<file path="src/rtl/olm_pkg.sv">
package olm_pkg;

    typedef enum logic [1:0] {
        ST_OFFLINE  = 2'd0,
        ST_GOING_ON = 2'd1,
        ST_ONLINE   = 2'd2,
        ST_DRAINING = 2'd3
    } olm_state_e;

    localparam logic [1:0] A_CTRL = 2'd0;
    localparam logic [1:0] A_STAT = 2'd1;
    localparam logic [1:0] A_PMQ  = 2'd2;

    localparam int STAT_ON_BIT    = 0;
    localparam int STAT_FORCE_BIT = 1;
    localparam int STAT_CNT_LSB   = 8;

endpackage

</file>
<file path="src/rtl/olm_regs.sv">
module olm_regs
    import olm_pkg::*;
#(
    parameter int DATA_W = 32,
    parameter int PMP_W  = 4,
    parameter int CNT_W  = 6
) (
    input  logic              clk,
    input  logic              rst_n,
    input  logic              bus_we,
    input  logic [1:0]        bus_addr,
    input  logic [DATA_W-1:0] bus_wdata,
    output logic [DATA_W-1:0] bus_rdata,
    input  logic              force_ok_i,
    input  logic              online,
    input  logic [CNT_W-1:0]  cnt,
    output logic              ctrl_en,
    output logic              force_q,
    output logic [PMP_W-1:0]  pmq
);

    logic              ctrl_en_q;
    logic [PMP_W-1:0]  pmq_q;
    logic              force_r;

    always_ff @(posedge clk) begin
        if (!rst_n) begin
            ctrl_en_q <= 1'b0;
            pmq_q     <= '0;
            force_r   <= 1'b0;
        end else begin
            force_r <= force_ok_i;
            if (bus_we) begin
                unique case (bus_addr)
                    A_CTRL:  ctrl_en_q <= bus_wdata[0];
                    A_PMQ:   pmq_q     <= bus_wdata[PMP_W-1:0];
                    default: ;
                endcase
            end
        end
    end

    always_comb begin
        bus_rdata = '0;
        unique case (bus_addr)
            A_CTRL: bus_rdata[0] = ctrl_en_q;
            A_STAT: begin
                bus_rdata[STAT_ON_BIT]            = online;
                bus_rdata[STAT_FORCE_BIT]         = force_r;
                bus_rdata[STAT_CNT_LSB +: CNT_W]  = cnt;
            end
            A_PMQ:  bus_rdata[PMP_W-1:0] = pmq_q;
            default: ;
        endcase
    end

    assign ctrl_en = ctrl_en_q;
    assign force_q = force_r;
    assign pmq     = pmq_q;

    assert_reserved_zero_R10: assert property (@(posedge clk) disable iff (!rst_n)
        (bus_addr == A_PMQ) |-> (bus_rdata[DATA_W-1:PMP_W] == '0));

    assert_stat_write_ignored_R12: assert property (@(posedge clk) disable iff (!rst_n)
        (bus_we && bus_addr == A_STAT) |=> ($stable(ctrl_en_q) && $stable(pmq_q)));

endmodule

</file>
<file path="src/rtl/olm_cmd_count.sv">
module olm_cmd_count #(
    parameter int DEPTH = 32,
    parameter int PMP_W = 4,
    parameter int CNT_W = $clog2(DEPTH + 1)
) (
    input  logic             clk,
    input  logic             rst_n,
    input  logic             cmd_issue,
    input  logic             cmd_done,
    input  logic             accept_ok,
    input  logic             flush,
    input  logic [PMP_W-1:0] pmq,
    output logic [CNT_W-1:0] cnt,
    output logic             cnt_zero,
    output logic             issue_ack,
    output logic             issue_err,
    output logic [PMP_W-1:0] issue_pmp
);

    localparam logic [CNT_W-1:0] CNT_MAX = CNT_W'(DEPTH);

    logic [CNT_W-1:0] cnt_q;
    logic             full, empty, take, drop;
    logic             ack_q, err_q;
    logic [PMP_W-1:0] tag_q;

    always_comb begin
        full  = (cnt_q == CNT_MAX);
        empty = (cnt_q == '0);
        take  = cmd_issue && accept_ok && !full;
        drop  = cmd_done && !empty;
    end

    always_ff @(posedge clk) begin
        if (!rst_n) begin
            cnt_q <= '0;
            ack_q <= 1'b0;
            err_q <= 1'b0;
            tag_q <= '0;
        end else begin
            ack_q <= take;
            err_q <= cmd_issue && !take;
            if (take) tag_q <= pmq;
            if (flush) begin
                cnt_q <= '0;
            end else begin
                unique case ({take, drop})
                    2'b10:   cnt_q <= cnt_q + 1'b1;
                    2'b01:   cnt_q <= cnt_q - 1'b1;
                    default: ;
                endcase
            end
        end
    end

    assign cnt       = cnt_q;
    assign cnt_zero  = empty;
    assign issue_ack = ack_q;
    assign issue_err = err_q;
    assign issue_pmp = tag_q;

    assert_no_overflow_R8: assert property (@(posedge clk) disable iff (!rst_n)
        (cnt_q == CNT_MAX && cmd_issue && !cmd_done && !flush) |=> (cnt_q == CNT_MAX && issue_err));

    assert_no_underflow_R8: assert property (@(posedge clk) disable iff (!rst_n)
        (cnt_q == '0 && !cmd_issue) |=> (cnt_q == '0));

    assert_reject_keeps_count_R9: assert property (@(posedge clk) disable iff (!rst_n)
        (cmd_issue && !accept_ok && !cmd_done && !flush) |=> ($stable(cnt_q) && issue_err));

    assert_ack_err_exclusive_R11: assert property (@(posedge clk) disable iff (!rst_n)
        !(issue_ack && issue_err));

endmodule

</file>
<file path="src/rtl/olm_fsm.sv">
module olm_fsm
    import olm_pkg::*;
(
    input  logic clk,
    input  logic rst_n,
    input  logic ctrl_en,
    input  logic force_q,
    input  logic cnt_zero,
    output logic online,
    output logic accept_ok,
    output logic flush
);

    olm_state_e st_q, st_d;

    always_ff @(posedge clk) begin
        if (!rst_n) st_q <= ST_OFFLINE;
        else        st_q <= st_d;
    end

    always_comb begin
        st_d = st_q;
        unique case (st_q)
            ST_OFFLINE:  if (ctrl_en) st_d = ST_GOING_ON;
            ST_GOING_ON: st_d = ST_ONLINE;
            ST_ONLINE: begin
                if (!ctrl_en) begin
                    if (force_q || cnt_zero) st_d = ST_OFFLINE;
                    else                     st_d = ST_DRAINING;
                end
            end
            ST_DRAINING: begin
                if (ctrl_en)       st_d = ST_ONLINE;
                else if (cnt_zero) st_d = ST_OFFLINE;
            end
        endcase
    end

    always_comb begin
        online    = 1'b0;
        accept_ok = 1'b0;
        flush     = 1'b0;
        unique case (st_q)
            ST_OFFLINE:  ;
            ST_GOING_ON: ;
            ST_ONLINE: begin
                online    = 1'b1;
                flush     = !ctrl_en && force_q;
                accept_ok = !flush;
            end
            ST_DRAINING: online = 1'b1;
        endcase
    end

    assert_going_one_cycle_R2: assert property (@(posedge clk) disable iff (!rst_n)
        (st_q == ST_GOING_ON) |=> (st_q == ST_ONLINE));

    assert_online_rise_from_going_R2: assert property (@(posedge clk) disable iff (!rst_n)
        $rose(online) |-> ($past(st_q) == ST_GOING_ON));

    assert_drain_holds_R4: assert property (@(posedge clk) disable iff (!rst_n)
        (st_q == ST_DRAINING && !ctrl_en && !cnt_zero) |=> online);

    assert_force_drop_R5: assert property (@(posedge clk) disable iff (!rst_n)
        (st_q == ST_ONLINE && !ctrl_en && force_q) |=> (!online && cnt_zero));

    assert_cancel_R6: assert property (@(posedge clk) disable iff (!rst_n)
        (st_q == ST_DRAINING && ctrl_en) |=> (st_q == ST_ONLINE));

endmodule

</file>
<file path="src/rtl/ctl_online_mgr.sv">
module ctl_online_mgr
    import olm_pkg::*;
#(
    parameter int DATA_W = 32,
    parameter int PMP_W  = 4,
    parameter int DEPTH  = 32
) (
    input  logic              clk,
    input  logic              rst_n,
    input  logic              bus_we,
    input  logic [1:0]        bus_addr,
    input  logic [DATA_W-1:0] bus_wdata,
    output logic [DATA_W-1:0] bus_rdata,
    input  logic              force_ok_i,
    input  logic              cmd_issue,
    input  logic              cmd_done,
    output logic              issue_ack,
    output logic              issue_err,
    output logic [PMP_W-1:0]  issue_pmp,
    output logic              link_online
);

    localparam int CNT_W = $clog2(DEPTH + 1);

    logic             ctrl_en, force_q, online, accept_ok, flush, cnt_zero;
    logic [PMP_W-1:0] pmq;
    logic [CNT_W-1:0] cnt;

    olm_regs #(.DATA_W(DATA_W), .PMP_W(PMP_W), .CNT_W(CNT_W)) u_regs (
        .clk(clk), .rst_n(rst_n), .bus_we(bus_we), .bus_addr(bus_addr),
        .bus_wdata(bus_wdata), .bus_rdata(bus_rdata), .force_ok_i(force_ok_i),
        .online(online), .cnt(cnt), .ctrl_en(ctrl_en), .force_q(force_q), .pmq(pmq)
    );

    olm_cmd_count #(.DEPTH(DEPTH), .PMP_W(PMP_W), .CNT_W(CNT_W)) u_count (
        .clk(clk), .rst_n(rst_n), .cmd_issue(cmd_issue), .cmd_done(cmd_done),
        .accept_ok(accept_ok), .flush(flush), .pmq(pmq), .cnt(cnt),
        .cnt_zero(cnt_zero), .issue_ack(issue_ack), .issue_err(issue_err),
        .issue_pmp(issue_pmp)
    );

    olm_fsm u_fsm (
        .clk(clk), .rst_n(rst_n), .ctrl_en(ctrl_en), .force_q(force_q),
        .cnt_zero(cnt_zero), .online(online), .accept_ok(accept_ok), .flush(flush)
    );

    assign link_online = online;

endmodule

</file>
<file path="config.mk">
export PLATFORM = sky130hd
export DESIGN_NAME = ctl_online_mgr
export DESIGN_NICKNAME = d
export VERILOG_FILES = /design/src/rtl/olm_pkg.sv /design/src/rtl/olm_regs.sv /design/src/rtl/olm_cmd_count.sv /design/src/rtl/olm_fsm.sv /design/src/rtl/ctl_online_mgr.sv
export SDC_FILE = /design/constraint.sdc
export NUM_CORES = 1
export LEC_CHECK = 0
export ABC_AREA = 1
export CORE_UTILIZATION = 41
export DETAILED_ROUTE_END_ITERATION = 6
export MAX_ROUTING_LAYER = met4
export PLACE_DENSITY = 0.85
export SLEW_MARGIN = 15
export SYNTH_ARGS = -nofsm -noshare
export SYNTH_HDL_FRONTEND = slang
export SYNTH_SLANG_ARGS = --single-unit
</file>
<file path="constraint.sdc">
create_clock -name clk -period 3.1 [get_ports clk]
set_input_delay 0.62 -clock clk [delete_from_list [all_inputs] [get_ports clk]]
set_output_delay 0.62 -clock clk [all_outputs]
set_load 0.1 [all_outputs]
</file>
==> impl_metrics.ini <==
[power]
p_switching_mw = 0.871
p_int_mw = 0.701
p_comb_share_pct = 65.6
pwr-share-seq_pct = 24.8
power_frac_clock_pct = 9.6
ir_drop_mv = 0.355
p_leak_nw = 0.946
pwr_density_cell_nw_per_um2 = 902
swShare_pct = 55.4

[timing]
period_needed_ns = 2.70
hold_viol = 0
final.setup.tns_ns = 0
setup_viol = 0
slew_viol_final = 0
setup_slack_ns = 0.396
period_share_pct = 87.2
fmax_mhz = 370
skew_ns = 0.00284
rsz0062_at_grt = no

[routing]
drtPass1Iterations = 4
drt_iter0_markers = 27
drc = 0
vias = 1253
wl_per_cell_um = 8.75
totalWireLength_um = 2530
ant_nets = 0
via_per_inst = 4.34

[clock_network]
cts_buffers = 3
cts_tree = done
clock-root-buffer = clkbuf_4
cts.sinks = 20
cts_buffer_depth = 2
cts_setup_buffers = 0
cts_resized = 0
hold_buffers = 0
htreeDepth = 1
path_clk_slew_ns = 0.11
clkLatencyLatePin_ns = 0.30

[floorplanning]
start_util_pct = 44.4
fp.dieW_um = 60.2
dieHeight_um = 60.2
core_um2 = 3130
std_cell_rows = 20
ios = 79
dieArea_um2 = 3630

[run_status]
status = complete, no violations

[placed_design]
io_buffers = 28
routabilityCongestion = 0.875
hpwlAfterDp_um = 2050
pre_cts_ws_ns = 0.241

[finish]
antennaDiodeCount = 0
nNetsFinal = 293
seq_area_um2 = 400
multiInputGateArea_um2 = 737
layout-drive-gt1-share_pct = 13.1
nFillCells = 304
area_growth_syn_to_layout_pct = 25.4

[critical_path]
crit_top_cell = inv_1
worstPathRequired_ns = 2.48
r2r-start = u_fsm.st_q[1]
setup.worst_path.start_class = input pin
crit_start = bus_addr[1]
critPathKind = in2out
cp-end-kind = output port
crit_arrival_ns = 2.08
path_cells = clkdlybuf4s50_1 -> inv_1 -> ha_1 -> nand2_1 -> a31o_1 -> inv_1 -> buf_12
slowest_delay_ns = 0.45
slowest_stage = clkdlybuf4s50_1
path_max_fanout = 6

[grt]
grt_pass1_vias = 1156
antenna_found_initial = 0
grt_max_degree = 15
grt_usage_pct = 16.6
grt_overflow_total = 0
grt_pass1_wl_um = 4400

[synth]
avgSynthCellArea_um2 = 6.41
syn_area_um2 = 1390
ys_seq_area_share_pct = 28.8
synthCells = 217
ys_ff_latch = 20
synth.distinct_cells = 24
yosys_warnings = 0

[worst_hold_path]
hp-start = u_regs.pmq[0]
hold_path_class = reg2reg

[job]
drv_cap = 0
cells in the final DEF, fill, tap and decap left out:
master and instances:
buf_12 10, nand2_1 51, buf_4 8, clkinv_1 1
inv_2 2, nor2_2 2, o21ai_1 12, ha_1 7
clkinv_2 1, conb_1 22, clkdlybuf4s50_1 11, a21boi_2 1
nand4_1 3, o21bai_1 1, nand3_1 7, inv_1 34
clkbuf_8 1, a21oi_1 10, dfxtp_1 20, nand2_2 4
nor2_1 27, clkbuf_4 3, xor2_1 2, xnor2_1 2
a31o_1 1, o21ai_0 2
cell families (layout without fill, tap and decap cells):
family / after synthesis / after routing / synth area share, %
and+or+nand+nor: 94 / 94 / 27.6
buffers and inverters: 64 / 71 / 24.1
AOI/OAI and AO/OA: 27 / 27 / 10.4
DFF: 20 / 20 / 28.8
adders and majority gates: 7 / 7 / 6.30
xor gates and xnor gates: 4 / 4 / 2.52
other: 1 / 22 / 0.270
final cells by class:
cell class                 instances  area share [%]
inverter                          38            8.26
timing repair buffer              29            21.2
sequential                        20            23.0
tap                               44            3.16
multi-input combinational        154            42.3
clock buffer                       4            2.08
power by group through the flow:
stage	Combinational (mW)	Sequential [mW]	Clock [mW]
floorplan	0.819	0.454	0
global placement	1.01	0.392	0
detailed placement	1.03	0.394	0
CTS	1.03	0.388	0.158
global route	1.14	0.402	0.168
finish	1.03	0.389	0.151
worst max-delay path, delay by kind of cell:
| kind | cells | cell delay, ns |
|---|---|---|
| compound gates | 1 | 0.22 |
| buf+inv | 4 | 0.83 |
| fa+ha+maj | 1 | 0.31 |
| simple gates | 1 | 0.10 |
per-layer routing:
layer	global-route usage, %	vias to the layer above	wire length [µm]
met5	-	-	0
met4	8.97	0	43
met3	2.60	4	137
met2	29.0	38	1260
met1	17.8	543	1090
li1	-	668	-
cell usage after synthesis, drive strengths merged:
library cell | count | area (µm²)
o21bai | 1 | 7.51
clkbuf | 3 | 11.3
conb | 1 | 3.75
nand3 | 7 | 35.0
inv | 36 | 135
ha | 7 | 87.6
nand4 | 3 | 18.8
xnor2 | 2 | 17.5
o21ai | 14 | 70.1
a21boi | 1 | 7.51
xor2 | 2 | 17.5
buf | 23 | 180
dfxtp | 20 | 400
nand2 | 55 | 216
a21oi | 10 | 50.1
nor2 | 29 | 114
clkinv | 2 | 8.75
a31o | 1 | 8.76
final timing paths:
check | depth (start not counted) | slack [ns] | to
max | 7 | 0.40 | bus_rdata[0]
min | 2 | 0.49 | u_count.issue_pmp[0]
max reg2reg | 18 | 0.73 | u_count.cnt[4]
min reg2reg | 2 | 0.49 | u_count.issue_pmp[0]
flip-flops by register name, summed over array words and instances (netlist names):
name and count:
u_count.issue_ack 1, u_regs.pmq 4, u_fsm.st_q 2, u_regs.ctrl_en 1
u_count.issue_pmp 4, u_regs.force_q 1, u_count.issue_err 1, u_count.cnt 6
per-stage QoR:
| step | cell area [µm²] | cells | utilization [%] | hold slack [ns] | power (mW) |
|---|---|---|---|---|---|
| 3_3_place_gp | 1710 | 285 | 54.6 | 0.464 | 1.41 |
| 3_5_place_dp | 1710 | 285 | 54.6 | 0.478 | 1.42 |
| 4_1_cts | 1740 | 289 | 55.7 | 0.494 | 1.58 |
| 6_report | 1740 | 289 | 55.7 | 0.488 | 1.57 |
| 5_1_grt | 1740 | 289 | 55.7 | 0.530 | 1.71 |
| 2_1_floorplan | 1470 | 238 | - | 0.444 | 1.27 |
Power figures use the tool's default switching activity.
